[src/rtl/noc_rx_dma_pkg.sv]
package noc_rx_dma_pkg;
  typedef enum logic [2:0] {
    ST_ROUTE,
    ST_LEN,
    ST_BODY,
    ST_HOLD,
    ST_COPY,
    ST_RELEASE
  } rx_state_e;
endpackage

[src/rtl/noc_rx_dma_ctrl.sv]
module noc_rx_dma_ctrl
  import noc_rx_dma_pkg::*;
#(
  parameter int FLIT_W = 16,
  parameter int BUF_AW = 8,
  parameter int CNT_W  = 16,
  parameter int ADDR_W = 32
) (
  input  logic              clk,
  input  logic              rst,
  input  logic              flit_valid,
  input  logic [FLIT_W-1:0] flit_data,
  output logic              flit_ready,
  input  logic              prog_recv,
  input  logic [ADDR_W-1:0] prog_addr,
  input  logic [CNT_W-1:0]  prog_size,
  input  logic              pipe_busy,
  output logic              buf_we,
  output logic [BUF_AW-1:0] buf_addr,
  output logic [FLIT_W-1:0] buf_wdata,
  output logic              rd_issue,
  output logic [ADDR_W-1:0] dest_base,
  output logic [CNT_W-1:0]  rx_status,
  output logic              irq,
  output logic              stall
);
  localparam int FLIT_BYTES = FLIT_W / 8;
  localparam logic [BUF_AW-1:0] STEP = BUF_AW'(FLIT_BYTES);
  localparam logic [CNT_W-1:0] HDR_FLITS = CNT_W'(2);

  rx_state_e state_q;
  logic [CNT_W-1:0]  rem_q;
  logic [BUF_AW-1:0] ptr_q;
  logic              take;

  assign flit_ready = (state_q == ST_ROUTE) || (state_q == ST_LEN) || (state_q == ST_BODY);
  assign take = flit_valid && flit_ready;

  always_ff @(posedge clk) begin
    if (rst) begin
      state_q   <= ST_ROUTE;
      rem_q     <= '0;
      ptr_q     <= '0;
      buf_we    <= 1'b0;
      buf_addr  <= '0;
      buf_wdata <= '0;
      rd_issue  <= 1'b0;
      dest_base <= '0;
      rx_status <= '0;
      irq       <= 1'b0;
      stall     <= 1'b0;
    end else begin
      buf_we   <= 1'b0;
      rd_issue <= 1'b0;
      case (state_q)
        ST_ROUTE: if (take) begin
          buf_we    <= 1'b1;
          buf_addr  <= '0;
          buf_wdata <= flit_data;
          ptr_q     <= STEP;
          state_q   <= ST_LEN;
        end
        ST_LEN: if (take) begin
          buf_we    <= 1'b1;
          buf_addr  <= ptr_q;
          buf_wdata <= flit_data;
          ptr_q     <= ptr_q + STEP;
          rx_status <= CNT_W'(flit_data) + HDR_FLITS;
          rem_q     <= CNT_W'(flit_data);
          if (flit_data == '0) begin
            irq     <= 1'b1;
            state_q <= ST_HOLD;
          end else begin
            state_q <= ST_BODY;
          end
        end
        ST_BODY: if (take) begin
          buf_we    <= 1'b1;
          buf_addr  <= ptr_q;
          buf_wdata <= flit_data;
          ptr_q     <= ptr_q + STEP;
          rem_q     <= rem_q - 1'b1;
          if (rem_q == CNT_W'(1)) begin
            irq     <= 1'b1;
            state_q <= ST_HOLD;
          end
        end
        ST_HOLD: if (prog_recv) begin
          rx_status <= '0;
          rem_q     <= prog_size;
          ptr_q     <= '0;
          dest_base <= prog_addr;
          stall     <= 1'b1;
          state_q   <= ST_COPY;
        end
        ST_COPY: begin
          if (rem_q != '0) begin
            rd_issue <= 1'b1;
            buf_addr <= ptr_q;
            ptr_q    <= ptr_q + STEP;
            rem_q    <= rem_q - 1'b1;
          end else if (!rd_issue && !pipe_busy) begin
            stall   <= 1'b0;
            irq     <= 1'b0;
            state_q <= ST_RELEASE;
          end
        end
        ST_RELEASE: if (!prog_recv) state_q <= ST_ROUTE;
        default: state_q <= ST_ROUTE;
      endcase
    end
  end
endmodule

[src/rtl/noc_rx_dma_copy.sv]
module noc_rx_dma_copy #(
  parameter int FLIT_W = 16,
  parameter int BUF_AW = 8,
  parameter int ADDR_W = 32
) (
  input  logic              clk,
  input  logic              rst,
  input  logic              rd_issue,
  input  logic [BUF_AW-1:0] rd_ptr,
  input  logic [ADDR_W-1:0] dest_base,
  input  logic [FLIT_W-1:0] buf_rdata,
  output logic              mem_we,
  output logic [ADDR_W-1:0] mem_addr,
  output logic [FLIT_W-1:0] mem_wdata,
  output logic              busy
);
  logic              s1_valid;
  logic [BUF_AW-1:0] s1_ptr;

  always_ff @(posedge clk) begin
    if (rst) begin
      s1_valid  <= 1'b0;
      s1_ptr    <= '0;
      mem_we    <= 1'b0;
      mem_addr  <= '0;
      mem_wdata <= '0;
    end else begin
      s1_valid <= rd_issue;
      s1_ptr   <= rd_ptr;
      mem_we   <= s1_valid;
      if (s1_valid) begin
        mem_addr  <= dest_base + ADDR_W'(s1_ptr);
        mem_wdata <= buf_rdata;
      end
    end
  end

  assign busy = s1_valid || mem_we;
endmodule

[src/rtl/noc_rx_dma.sv]
module noc_rx_dma #(
  parameter int FLIT_W = 16,
  parameter int BUF_AW = 8,
  parameter int CNT_W  = 16,
  parameter int ADDR_W = 32
) (
  input  logic              clk,
  input  logic              rst,
  input  logic              flit_valid,
  input  logic [FLIT_W-1:0] flit_data,
  output logic              flit_ready,
  output logic              buf_we,
  output logic [BUF_AW-1:0] buf_addr,
  output logic [FLIT_W-1:0] buf_wdata,
  input  logic [FLIT_W-1:0] buf_rdata,
  output logic              mem_we,
  output logic [ADDR_W-1:0] mem_addr,
  output logic [FLIT_W-1:0] mem_wdata,
  input  logic              prog_recv,
  input  logic [ADDR_W-1:0] prog_addr,
  input  logic [CNT_W-1:0]  prog_size,
  output logic [CNT_W-1:0]  rx_status,
  output logic              irq,
  output logic              stall
);
  logic              rd_issue;
  logic              pipe_busy;
  logic [ADDR_W-1:0] dest_base;

  noc_rx_dma_ctrl #(
    .FLIT_W(FLIT_W), .BUF_AW(BUF_AW), .CNT_W(CNT_W), .ADDR_W(ADDR_W)
  ) u_ctrl (
    .clk(clk), .rst(rst),
    .flit_valid(flit_valid), .flit_data(flit_data), .flit_ready(flit_ready),
    .prog_recv(prog_recv), .prog_addr(prog_addr), .prog_size(prog_size),
    .pipe_busy(pipe_busy),
    .buf_we(buf_we), .buf_addr(buf_addr), .buf_wdata(buf_wdata),
    .rd_issue(rd_issue), .dest_base(dest_base),
    .rx_status(rx_status), .irq(irq), .stall(stall)
  );

  noc_rx_dma_copy #(
    .FLIT_W(FLIT_W), .BUF_AW(BUF_AW), .ADDR_W(ADDR_W)
  ) u_copy (
    .clk(clk), .rst(rst),
    .rd_issue(rd_issue), .rd_ptr(buf_addr), .dest_base(dest_base),
    .buf_rdata(buf_rdata),
    .mem_we(mem_we), .mem_addr(mem_addr), .mem_wdata(mem_wdata),
    .busy(pipe_busy)
  );
endmodule

[config.mk]
export PLATFORM = sky130hd
export DESIGN_NAME = noc_rx_dma
export DESIGN_NICKNAME = d
export VERILOG_FILES = /design/src/rtl/noc_rx_dma_pkg.sv /design/src/rtl/noc_rx_dma_ctrl.sv /design/src/rtl/noc_rx_dma_copy.sv /design/src/rtl/noc_rx_dma.sv
export SDC_FILE = /design/constraint.sdc
export NUM_CORES = 1
export LEC_CHECK = 0
export ABC_AREA = 1
export BUFFER_PORTS_ARGS = -buffer_cell sky130_fd_sc_hd__buf_2
export CAP_MARGIN = 15
export CORE_ASPECT_RATIO = 1.75
export CORE_UTILIZATION = 50
export DETAILED_ROUTE_END_ITERATION = 6
export PLACE_DENSITY = 0.82
export SYNTH_ARGS = -nofsm -noshare
export SYNTH_HDL_FRONTEND = slang
export SYNTH_SLANG_ARGS = --single-unit
[constraint.sdc]
create_clock -name clk -period 1.62 [get_ports clk]
set_input_delay 0.162 -clock clk [delete_from_list [all_inputs] [get_ports clk]]
set_output_delay 0.162 -clock clk [all_outputs]
set_load 0.03 [all_outputs]
# Word level (Yosys, flattened, before mapping)
# Cells that the tools add are included.
[totals]
register_bits = 161
latchBits = 0
ram_bits = 0
mem_bits_ro = 0
input_bits = 84
out_inout_bits = 93
elab_cells = 106
n_memories = 0
[op_classes]
n_addsub = 4
mul = 0
n_div = 0
magnitude_cmp = 0
n_eq_ne = 17
shift = 0
muxes = 38
bitwise_logic = 2
n_reduce_logical = 29
[op_table]
columns = ["cell", "n"]
rows = [
  ["2-to-1 mux 16 bit", 6],
  ["case mux 16 bit (4 select lines)", 1],
  ["2-to-1 mux 8 bit", 7],
  ["adder 32 x 8 -> 32 bit", 1],
  ["case mux 16 bit (2 select lines)", 1],
  ["case mux 8 bit (4 select lines)", 1],
  ["2-to-1 mux 3 bit", 8],
  ["case mux 8 bit (3 select lines)", 1],
  ["case mux 3 bit (6 select lines)", 1],
  ["adder 16 x 2 -> 16 bit (second input constant)", 1],
  ["== test 16 x 1 -> 1 bit (second input constant)", 1],
  ["logical NOT 16 bit", 1],
  ["nonzero test 16 bit", 1],
  ["subtractor 16 x 1 -> 16 bit (second input constant)", 1],
  ["!= test 2 x 1 -> 1 bit (second input constant)", 6],
  ["2-to-1 mux 1 bit", 10],
  ["!= test 2 bit (second input constant)", 5],
  ["AND reduction 5 bit", 2],
  ["adder 8 x 2 -> 8 bit (second input constant)", 1],
  ["AND reduction 4 bit", 2],
  ["AND reduction 8 bit", 1],
  ["nonzero test 4 bit", 2],
  ["AND reduction 7 bit", 1],
  ["== test 3 x 2 -> 1 bit (second input constant)", 2],
  ["other kinds (15)", 26],
]

# Logic depth before layout (Yosys ltp)
# Gate-level depths: netlist of run 1.
[logic_depth]
ltp_word = 6
depth_mapped = 13
depth_no_buf = 13

# Modules after synthesis
# From an unflattened synthesis of run 1, not the netlist that was laid out.
[unflattened]
cells_unflattened = 1273
hier_area_um2 = 8287.9
[modules_own_cells]
columns = ["mod", "instances", "cells_per_inst", "area_per_inst_um2", "seq_area_each_um2"]
rows = [
  ["noc_rx_dma_ctrl", 1, 769, 5058.6, 2021.9],
  ["noc_rx_dma_copy", 1, 504, 3229.3, 1161.1],
]

# Least setup slack after synthesis of run 1
# No wires, ideal clock.
[synth_timing]
path_kind = "reg2reg"
from = "register u_ctrl.dest_base[1]"
to = "register u_copy.mem_addr[13]"
setup_ps = 109
t_arrival_ps = 1668
t_required_ps = 1511
path_slack_ps = -157
path_stages_with_launch = 11
path_buffers = 0
synth_period_minus_slack_ps = 1777
cell_sequence = "dfxtp_1 ha_1 fa_1 nand3_1 nand3_1 nand3_1 nand2_1 a21oi_1 o21ai_0 nand2_1 inv_1"
[synth_between]
elab_chain_cells = 1
[synth_rtl]
columns = ["element", "line", "text"]
rows = [
  ["start: declaration", "noc_rx_dma_ctrl.sv:22", "output logic [ADDR_W-1:0] dest_base,"],
  ["start signal: assignment", "noc_rx_dma_ctrl.sv:92", "dest_base <= prog_addr;"],
  ["adder 32 x 8 -> 32 bit", "noc_rx_dma_copy.sv:32", "mem_addr <= dest_base + ADDR_W'(s1_ptr);"],
  ["end signal: assignment", "noc_rx_dma_copy.sv:32", ""],
  ["end: declaration", "noc_rx_dma_copy.sv:13", "output logic [ADDR_W-1:0] mem_addr,"],
]
# No other way between the ends.
# A chain may end at the register's enable or synchronous reset.

# Worst setup path in the final report of run 1
[layout_timing]
from = "register u_ctrl.dest_base[1]"
to = "register u_copy.mem_addr[7]"
# Same word-level chain as after synthesis.

==> results.toml, run 1 <==
[floorplanning]
die_h_um = 171
die_area_um2 = 16900
coreArea_um2 = 16000
start_util_pct = 51.1
rows = 61
die_w_um = 98.6
ios = 177

[clock_tree]
insertion_delay_ns = 0.44
clk_pin_slew_ns = 0.07
cts-root-buf = "clkbuf_16"
cts_tree = "yes"
ctsLongestPathBuffers = 2
htree_levels = 4
cts.sinks = 158
cts-buffers-inserted = 17

[drt]
drtIter0Drc = 564
viasPerCell = 5.60
first_pass_iters = 7
drt-total-wl_um = 31500
wire_per_inst_um = 18.0
antenna_left = 0
vias = 9803
drc_errors = 0

[synthesis]
syn_nets = 1354
seq_area_frac_synth_pct = 38.8
synth_cell_type_count = 43
netlist_area_um2 = 8160
synthFlopType = "dfxtp_1"
synthCells = 1258
avgSynthCellArea_um2 = 6.49
ys_ff_latch = 158
synth_top_area_share_pct = 38.8
synthTopCellsByCount = "nand2_1 (271), nor2_1 (231), dfxtp_1 (158), inv_1 (142), nand3_1 (127)"
synth_area_leaders = "dfxtp_1 (39%), nand2_1 (12%), nor2_1 (11%)"
synth_top_area_cell = "dfxtp_1"
ys.warnings.count = 0
async_flop_share_pct = 0
synth-edff-count = 0
synth_most_common_cell = "nand2_1"

[global_route]
grt_pass1_vias = 9286
grt_max_degree = 73
antenna_found_initial = 0
grt_pass1_wl_um = 44400
grtUsageTotal_pct = 34.2
gr-total-overflow = 0

[worst_setup_path]
cp_cell_sequence = "ha_4, fa_2, nand2_1, nand2_1, nand3_2, nand2_4, xor2_1, o21ai_1, inv_1"
crit_required_ns = 1.94
crit_top_cell = "nand2_1"
start_kind = "flop"
cp_max_fo = 4
arrival_ns = 2.13
critical-path-top-delay-family = "adder cells"
end_kind = "flop"
crit_type = "reg -> reg"
slowest_stage = "fa_2"
max_stage_delay_ns = 0.41
worst-path-buf-inv = 1

[sta]
setup_viol = 25
min_period_ns = 1.81
finalSetupTns_ns = -2.21
worst_hold_slack_ns = 0.0186
hold_viol = 0
timing.final.crit_share_pct = 112
slew_viol_final = 0
maxClockFrequency_mhz = 552
worst_slack_ns = -0.191
rsz0062_at_grt = "true"
skew_ns = 0.0161

[layout]
syn2layout_area_growth_pct = 43.4
antennaDiodeCount = 0
fin_util_pct = 73.3
final_net_count = 1644
fin_area_um2 = 11700
post_route_cells_drive_above_1_share_pct = 32.9

[pwr]
leakagePower_nw = 5.60
report.power.total_mw = 15.4
p_per_area_nw_per_um2 = 1320
ir_worst_vdd_mv = 0.775

[hold_path]
hold_path_class = "in -> reg"

[run]
cap_viol_max_count = 0

[status]
outcome = "complete, but fails checks"
violations = "setup timing"

[place]
gp_congestion = 1.06
portBuffers = 175
place_area_um2 = 9960
hpwl_um = 20400
[final timing paths]
path	from	end	slack, ns	depth (start not counted)
setup / recovery	u_ctrl.dest_base[1]	u_copy.mem_addr[7]	-0.19	9
hold reg to reg	u_ctrl.buf_addr[4]	u_copy.s1_ptr[4]	0.46	2
setup reg to reg	u_ctrl.dest_base[1]	u_copy.mem_addr[7]	-0.19	9
hold / removal	prog_addr[19]	u_ctrl.dest_base[19]	0.02	3
[flip-flops by register name, indices dropped and copies added, names as in the netlist, 7 cells and up]
| signal | flops |
|---|---|
| u_copy.mem_addr | 32 |
| u_copy.mem_wdata | 16 |
| u_copy.s1_ptr | 7 |
| u_ctrl.buf_addr | 7 |
| u_ctrl.buf_wdata | 16 |
| u_ctrl.dest_base | 32 |
| u_ctrl.ptr_q | 7 |
| u_ctrl.rem_q | 16 |
| u_ctrl.rx_status | 16 |
[area by class of cell]
class                   instances  area, µm²
repair buffers                321       2170
flip-flops and latches        158       3190
inverters                     149        568
clock buffers                  17        425
multi-input cells             901       4940
clock inverters                15        161
well taps                     189        236
fillers                      1197       4260
[power breakdown]
part,leakage [nW],switching (mW),internal (mW),total (mW)
combinational,4.02,3.86,2.63,6.49
clock,0.289,1.91,2.20,4.11
sequential,1.29,0.410,4.40,4.81
[placed cells by master (no fill, tap or decap), types with 3 or more instances in the layout]
master	instances
or2_2	6
nand4_1	14
inv_6	9
nand3_2	26
nand2_4	20
clkbuf_16	17
ha_1	3
nand3b_1	3
nand2_2	29
a22oi_1	8
nor2_4	15
dfxtp_4	3
a21oi_1	76
nor3_2	5
nor2_1	205
o21ai_0	74
inv_2	12
buf_4	109
dfxtp_1	139
o211ai_1	8
inv_1	132
nand3_1	96
nor3_1	7
buf_2	174
nand3_4	6
nor2_2	16
xor2_1	9
nand2_1	228
buf_12	8
inv_8	4
ha_4	8
dlygate4sd3_1	18
o21ai_1	11
buf_6	10
dfxtp_2	16
[logic make-up (layout without fill, tap and decap cells)]
kind of cell               Yosys count  in the layout  share of synthesized area (%)
xor gates and xnor gates            11             11                           1.18
other                                1              1                         0.0460
DFF                                158            158                           38.8
buffers and inverters              199            502                           9.81
AOI/OAI and AO/OA                  192            192                           12.7
and+or+nand+nor                    685            685                           35.6
adders and majority gates           12             12                           1.93
[worst register-to-register path, stage by stage, from the launching register on]
cell and delay, ns:
dfxtp_2 0.34, ha_4 0.16, fa_2 0.41, nand2_1 0.09, nand2_1 0.08, nand3_2 0.09
nand2_4 0.10, xor2_1 0.19, o21ai_1 0.19, inv_1 0.06
[metal layers]
metal	share of wire [%]	wire, µm	track usage, %
met4	8.0	2520	28.4
met2	52	16500	66.1
met1	33	10300	30.1
met5	0	0	0
met3	7.0	2210	6.58
[what timing repair did]
item	CTS	global route
hold buffers	18	0
endpoints found under the setup margin	55	62
gates resized for setup	58	158
buffers inserted	3	17
pin swaps	17	54
endpoints found under the hold margin	18	0
[through the flow]
stage	worst slack, ns	instances
after floorplan	0.0149	1258
after global placement	-0.102	1680
after detailed placement	-0.164	1680
after CTS	-0.0872	1733
after global routing	-0.381	1750
final	-0.191	1750
Note: power is estimated with default switching activity, not from simulation.
==> run 2: changes to the inputs <==
- BUFFER_PORTS_ARGS: -buffer_cell sky130_fd_sc_hd__buf_2 -> -buffer_cell sky130_fd_sc_hd__buf_4
- PLACE_DENSITY: 0.82 -> 0.87
==> run 2 against run 1 <==
Effect of this change: the flow finishes with violations (DRC, setup timing); largest power group unchanged; flip-flop and latch count unchanged; count of clock-buffer cells in the layout unchanged; via count up 1.6%; non-clock buffer count down 13; power about the same; critical path type unchanged; sequential share of layout area down 0.27 points.
==> results.toml, run 2 (same netlist as run 1, synthesis figures left out) <==
[status]
outcome = "complete, but fails checks"
violations = "DRC, setup timing"

[worst_setup_path]
r2r_setup_slack_ns = -0.24
reg2reg_to = "u_copy.mem_addr[30]"
cp_cell_sequence = "ha_4, nand2_4, inv_4, nand2_4, nor2_4, nand2_2, nand2_4, nand2_2, nand2_2, nand3_4, nand2_2, inv_1"
crit_type = "reg -> reg"
reg2reg_from = "u_ctrl.dest_base[7]"
crit_required_ns = 1.95
arrival_ns = 2.20
slowest_stage = "ha_4"
reg2reg_depth = 12
crit_top_cell = "nand2_2"
end_kind = "flop"
cp_max_fo = 6
max_stage_delay_ns = 0.37
start_kind = "flop"

[sta]
worst_slack_ns = -0.245
skew_ns = 0.0162
rsz0062_at_grt = "true"
worst_hold_slack_ns = 0.00208
min_period_ns = 1.86
hold_viol = 0
setup_viol = 40
slew_viol_final = 0
maxClockFrequency_mhz = 536
timing.final.crit_share_pct = 115

[clock_tree]
insertion_delay_ns = 0.45
ctsLongestPathBuffers = 2
htree_levels = 4
cts-root-buf = "clkbuf_16"
clk_pin_slew_ns = 0.08
cts.sinks = 158
cts_tree = "yes"
cts-buffers-inserted = 17

[layout]
layout_commonest_cell = "buf_4"
regArea_um2 = 3200
multi_input_area_um2 = 4820
final_net_count = 1631
fin_util_pct = 74.3
instances_no_fill = 1737
antennaDiodeCount = 0
fill_cells = 1139
top_regs = "u_copy.mem_addr (32), u_ctrl.dest_base (32)"
syn2layout_area_growth_pct = 45.2
post_route_cells_drive_above_1_share_pct = 31.8
final_cell_mix = "buf_4 (275), nand2_1 (234), nor2_1 (198), inv_1 (136), dfxtp_1 (134)"

[floorplanning]
die_area_um2 = 16900
die_w_um = 98.6
start_util_pct = 51.1
die_h_um = 171
rows = 61
coreArea_um2 = 16000
ios = 177

[hold_path]
worstHoldStart = "prog_addr[17]"
hold_path_class = "in -> reg"
hold_end = "u_ctrl.dest_base[17]"
whs_path_depth = 3

[drt]
drtIter0Drc = 709
wire_per_inst_um = 18.3
drt-total-wl_um = 31800
viasPerCell = 5.73
drc_errors = 1
antenna_left = 0
first_pass_iters = 7
vias = 9959

[global_route]
antenna_found_initial = 1
grt_pass1_wl_um = 43900
gr-total-overflow = 0
grt_max_degree = 73
grtUsageTotal_pct = 33.9
grt_pass1_vias = 9285

[place]
numPlacedInstances = 1667
hpwl_um = 20200
portBuffers = 175
gp_congestion = 1.04
place_ws_ns = -0.369

[pwr]
leakagePower_nw = 5.55
ir_worst_vdd_mv = 0.836
report.power.total_mw = 15.4
p_per_area_nw_per_um2 = 1300

[run]
cap_viol_max_count = 0
## run 2: cell count changes in the layout (fill, tap and decap cells not counted), moves of 5 or more
| cell | previous run | this run |
|---|---|---|
| dfxtp_1 | 139 | 134 |
| nor2_2 | 16 | 27 |
| o21ai_0 | 74 | 65 |
| nand2_1 | 228 | 234 |
| buf_2 | 174 | 1 |
| nand3_1 | 96 | 109 |
| buf_4 | 109 | 275 |
| nor2_1 | 205 | 198 |
| nand3_2 | 26 | 13 |
| o21ai_1 | 11 | 20 |
## run 2: worst max-delay path by stage
stage | startpoint | end | slack [ns] | depth (start not counted)
after detailed placement | u_ctrl.dest_base[3] | u_copy.mem_addr[30] | -0.37 | 12
after floorplan | u_ctrl.dest_base[1] | u_copy.mem_addr[13] | 0.01 | 10
after global routing | u_ctrl.dest_base[7] | u_copy.mem_addr[30] | -0.32 | 12
after global placement | u_ctrl.dest_base[7] | u_copy.mem_addr[30] | -0.34 | 12
after CTS | u_ctrl.dest_base[1] | u_copy.mem_addr[27] | -0.08 | 12
final | u_ctrl.dest_base[7] | u_copy.mem_addr[30] | -0.24 | 12
## run 2: final cells by class
class	instances	area share, %
Multi-Input combinational cell	901	40.7
Timing Repair Buffer	308	20.8
Inverter	149	4.74
Tap cell	189	2.00
Clock buffer	17	3.59
Sequential cell	158	27.0
Clock inverter	15	1.09
## run 2: per-stage QoR
stage,cell area (µm²),TNS [ns]
floorplan,8180,0
global placement,10300,-3.17
detailed placement,10300,-5.28
CTS,11300,-0.635
global route,11800,-6.91
finish,11800,-2.95
## run 2: critical path: cells and delay by family (launching register included)
family	cells	cell delay (ns)
AND/OR/NAND/NOR	9	0.90
flip-flops	1	0.35
buffers and inverters	2	0.12
adder cells (fa/ha/maj)	1	0.37
## run 2: metal layers
| layer | global-route usage [%] | wire length [µm] |
|---|---|---|
| met1 | 30.4 | 9950 |
| met2 | 65.2 | 16500 |
| met5 | 0 | 68 |
| met3 | 5.84 | 2580 |
| met4 | 28.0 | 2690 |
## run 2: power by group
part | switching [mW] | total (mW) | internal, mW
Combinational | 3.90 | 6.70 | 2.80
Clock | 1.86 | 3.87 | 2.01
Sequential | 0.443 | 4.85 | 4.40
## run 2: timing repair
| item | 4_1_cts | 5_1_grt |
|---|---|---|
| endpoints found under the setup margin | 58 | 63 |
| gates cloned | 1 | 1 |
| hold buffers | 17 | 0 |
| setup buffers | 1 | 18 |
| resized for setup | 68 | 138 |
| endpoints found under the hold margin | 17 | 0 |
| pin swaps | 21 | 48 |
==> run 3: changes to the inputs <==
- CORE_UTILIZATION: 50 -> 55
- CTS_CLUSTER_DIAMETER: not set -> 100
- PLACE_DENSITY: 0.87 -> 0.91
- clock period: 1.62 -> 2 ns (I/O delays scaled with it)
==> run 3 against run 2 <==
Effect of this change: the flow now finishes without violations; core utilization is 2.1 points lower; critical path depth is 3 lower; count of clock-buffer cells in the layout is 2 higher; critical endpoint is now u_copy.mem_addr[18]; register-to-register slack better by 0.29 ns; final cell count is 6.4% lower; die area is 8.9% lower; via count is 9.1% lower; routed wire length is 17% lower; fmax is 4.5% lower; worst setup slack better by 0.29 ns; power is 27% lower; global-route usage is 0.19 points higher; largest power group unchanged.
==> results.toml, run 3 (same netlist as run 1, synthesis figures left out) <==
[drt]
viasPerCell = 5.57
drtIter0Drc = 627
first_pass_iters = 7
wire_per_inst_um = 16.2
drc_errors = 0
vias = 9055
drt-total-wl_um = 26300
antenna_left = 0

[clock_tree]
ctsLongestPathBuffers = 2
cts-root-buf = "clkbuf_16"
clk_pin_slew_ns = 0.07
insertion_delay_ns = 0.43
cts.sinks = 158
cts-buffers-inserted = 17
cts_tree = "yes"
htree_levels = 4

[floorplanning]
ios = 177
die_area_um2 = 15300
die_w_um = 94.1
start_util_pct = 56.5
rows = 58
die_h_um = 163
coreArea_um2 = 14400

[sta]
timing.final.crit_share_pct = 97.7
setup_viol = 0
maxClockFrequency_mhz = 512
tightest_slew_ns = 0.558
min_period_ns = 1.95
worst_hold_slack_ns = 0.00754
slew_viol_final = 0
skew_ns = 0.0101
maxSlewHeadroom_pct = 62.7
hold_viol = 0

[layout]
antennaDiodeCount = 0
fill_cells = 1148
multi_input_area_um2 = 4260
final_cell_mix = "nand2_1 (266), nor2_1 (229), buf_4 (193), dfxtp_1 (155), inv_1 (142)"
post_route_cells_drive_above_1_share_pct = 19.0
final_net_count = 1529
fin_area_um2 = 10400
layout_commonest_cell = "nand2_1"
top_regs = "u_copy.mem_addr (32), u_ctrl.dest_base (32)"
syn2layout_area_growth_pct = 27.7
fin_util_pct = 72.2
regArea_um2 = 3170
instances_no_fill = 1626

[worst_setup_path]
crit_type = "reg -> reg"
cp_max_fo = 6
end_kind = "flop"
reg2reg_depth = 9
arrival_ns = 2.28
start_kind = "flop"
crit_required_ns = 2.33

[place]
portBuffers = 175
place_area_um2 = 9670
gp_congestion = 0.952
numPlacedInstances = 1585
hpwl_um = 18400

[run]
cap_viol_max_count = 0

[pwr]
leakagePower_nw = 4.87
p_per_area_nw_per_um2 = 1080
ir_worst_vdd_mv = 0.815

[global_route]
gr-total-overflow = 0
met1_usage_pct = 31.3
busiest_layer = "met2"
grt_use_met3_pct = 6.52
grt_pass1_vias = 8766
antenna_found_initial = 0
grt_max_degree = 84
grt_pass1_wl_um = 40400
grtUsageTotal_pct = 34.0
use_met2_pct = 63.0

[hold_path]
whs_path_depth = 3
hold_path_class = "in -> reg"

[status]
outcome = "finished, final reports clean"
==> run 3: cell count changes in the layout (fill, tap and decap cells not counted), sizes merged <==
cell | before | now
clkinv | 7 | 6
inv | 155 | 151
buf | 291 | 197
bufinv | 0 | 2
clkinvlp | 2 | 3
clkbuf | 17 | 19
dlygate4sd3 | 17 | 9
==> run 3: critical path: stages, from the launching register on <==
cell and delay (ns):
dfxtp_1 0.31, ha_1 0.38, a21oi_2 0.27, nand3_1 0.23
nand2_1 0.11, nand2_1 0.14, nand3_1 0.12, nand3_1 0.16
nand2_1 0.10, inv_1 0.04
==> run 3: routing by layer <==
layer / wire length (µm) / part of all wire (%) / vias up
li1: - / - / 4367
met5: 0 / 0 / -
met3: 1840 / 7.0 / 152
met1: 8430 / 32 / 4071
met4: 2110 / 8.0 / 0
met2: 13900 / 53 / 465
==> run 3: path summary, 6_finish.rpt <==
check	from	end	slack [ns]
worst max-delay path	u_ctrl.dest_base[5]	u_copy.mem_addr[18]	0.05
worst min register to register	u_ctrl.buf_addr[6]	u_copy.s1_ptr[6]	0.45
worst max register to register	u_ctrl.dest_base[5]	u_copy.mem_addr[18]	0.05
worst min-delay path	buf_rdata[15]	u_copy.mem_wdata[15]	0.008
==> run 3: repair_timing <==
| item | CTS | global route |
|---|---|---|
| resized for setup | 1 | 17 |
| endpoints found under the hold margin | 9 | 0 |
| hold buffers | 9 | 0 |
| setup buffers | 0 | 0 |
| setup endpoints to repair | 4 | 34 |
==> run 3: cell type report <==
cell class | instances | share of cell area, %
Multi-Input combinational cell | 901 | 40.8
Sequential cell | 158 | 30.4
Timing Repair Buffer | 206 | 15.5
Inverter | 149 | 5.37
Clock buffer | 19 | 4.25
Tap cell | 180 | 2.16
Clock inverter | 13 | 1.48
==> run 3: power breakdown <==
group          switching, mW  total [mW]  internal [mW]
clock                   1.42        3.33           1.90
sequential             0.361        3.91           3.55
combinational           2.56        3.97           1.42
==> run 3: per-stage QoR <==
step	TNS (ns)	power, mW	worst slack [ns]
floorplan	0	6.62	0.223
global placement	0	7.75	0.0197
detailed placement	-0.0382	7.85	-0.0382
CTS	0	11.2	0.00822
global route	-0.119	11.8	-0.0393
finish	0	11.2	0.0467
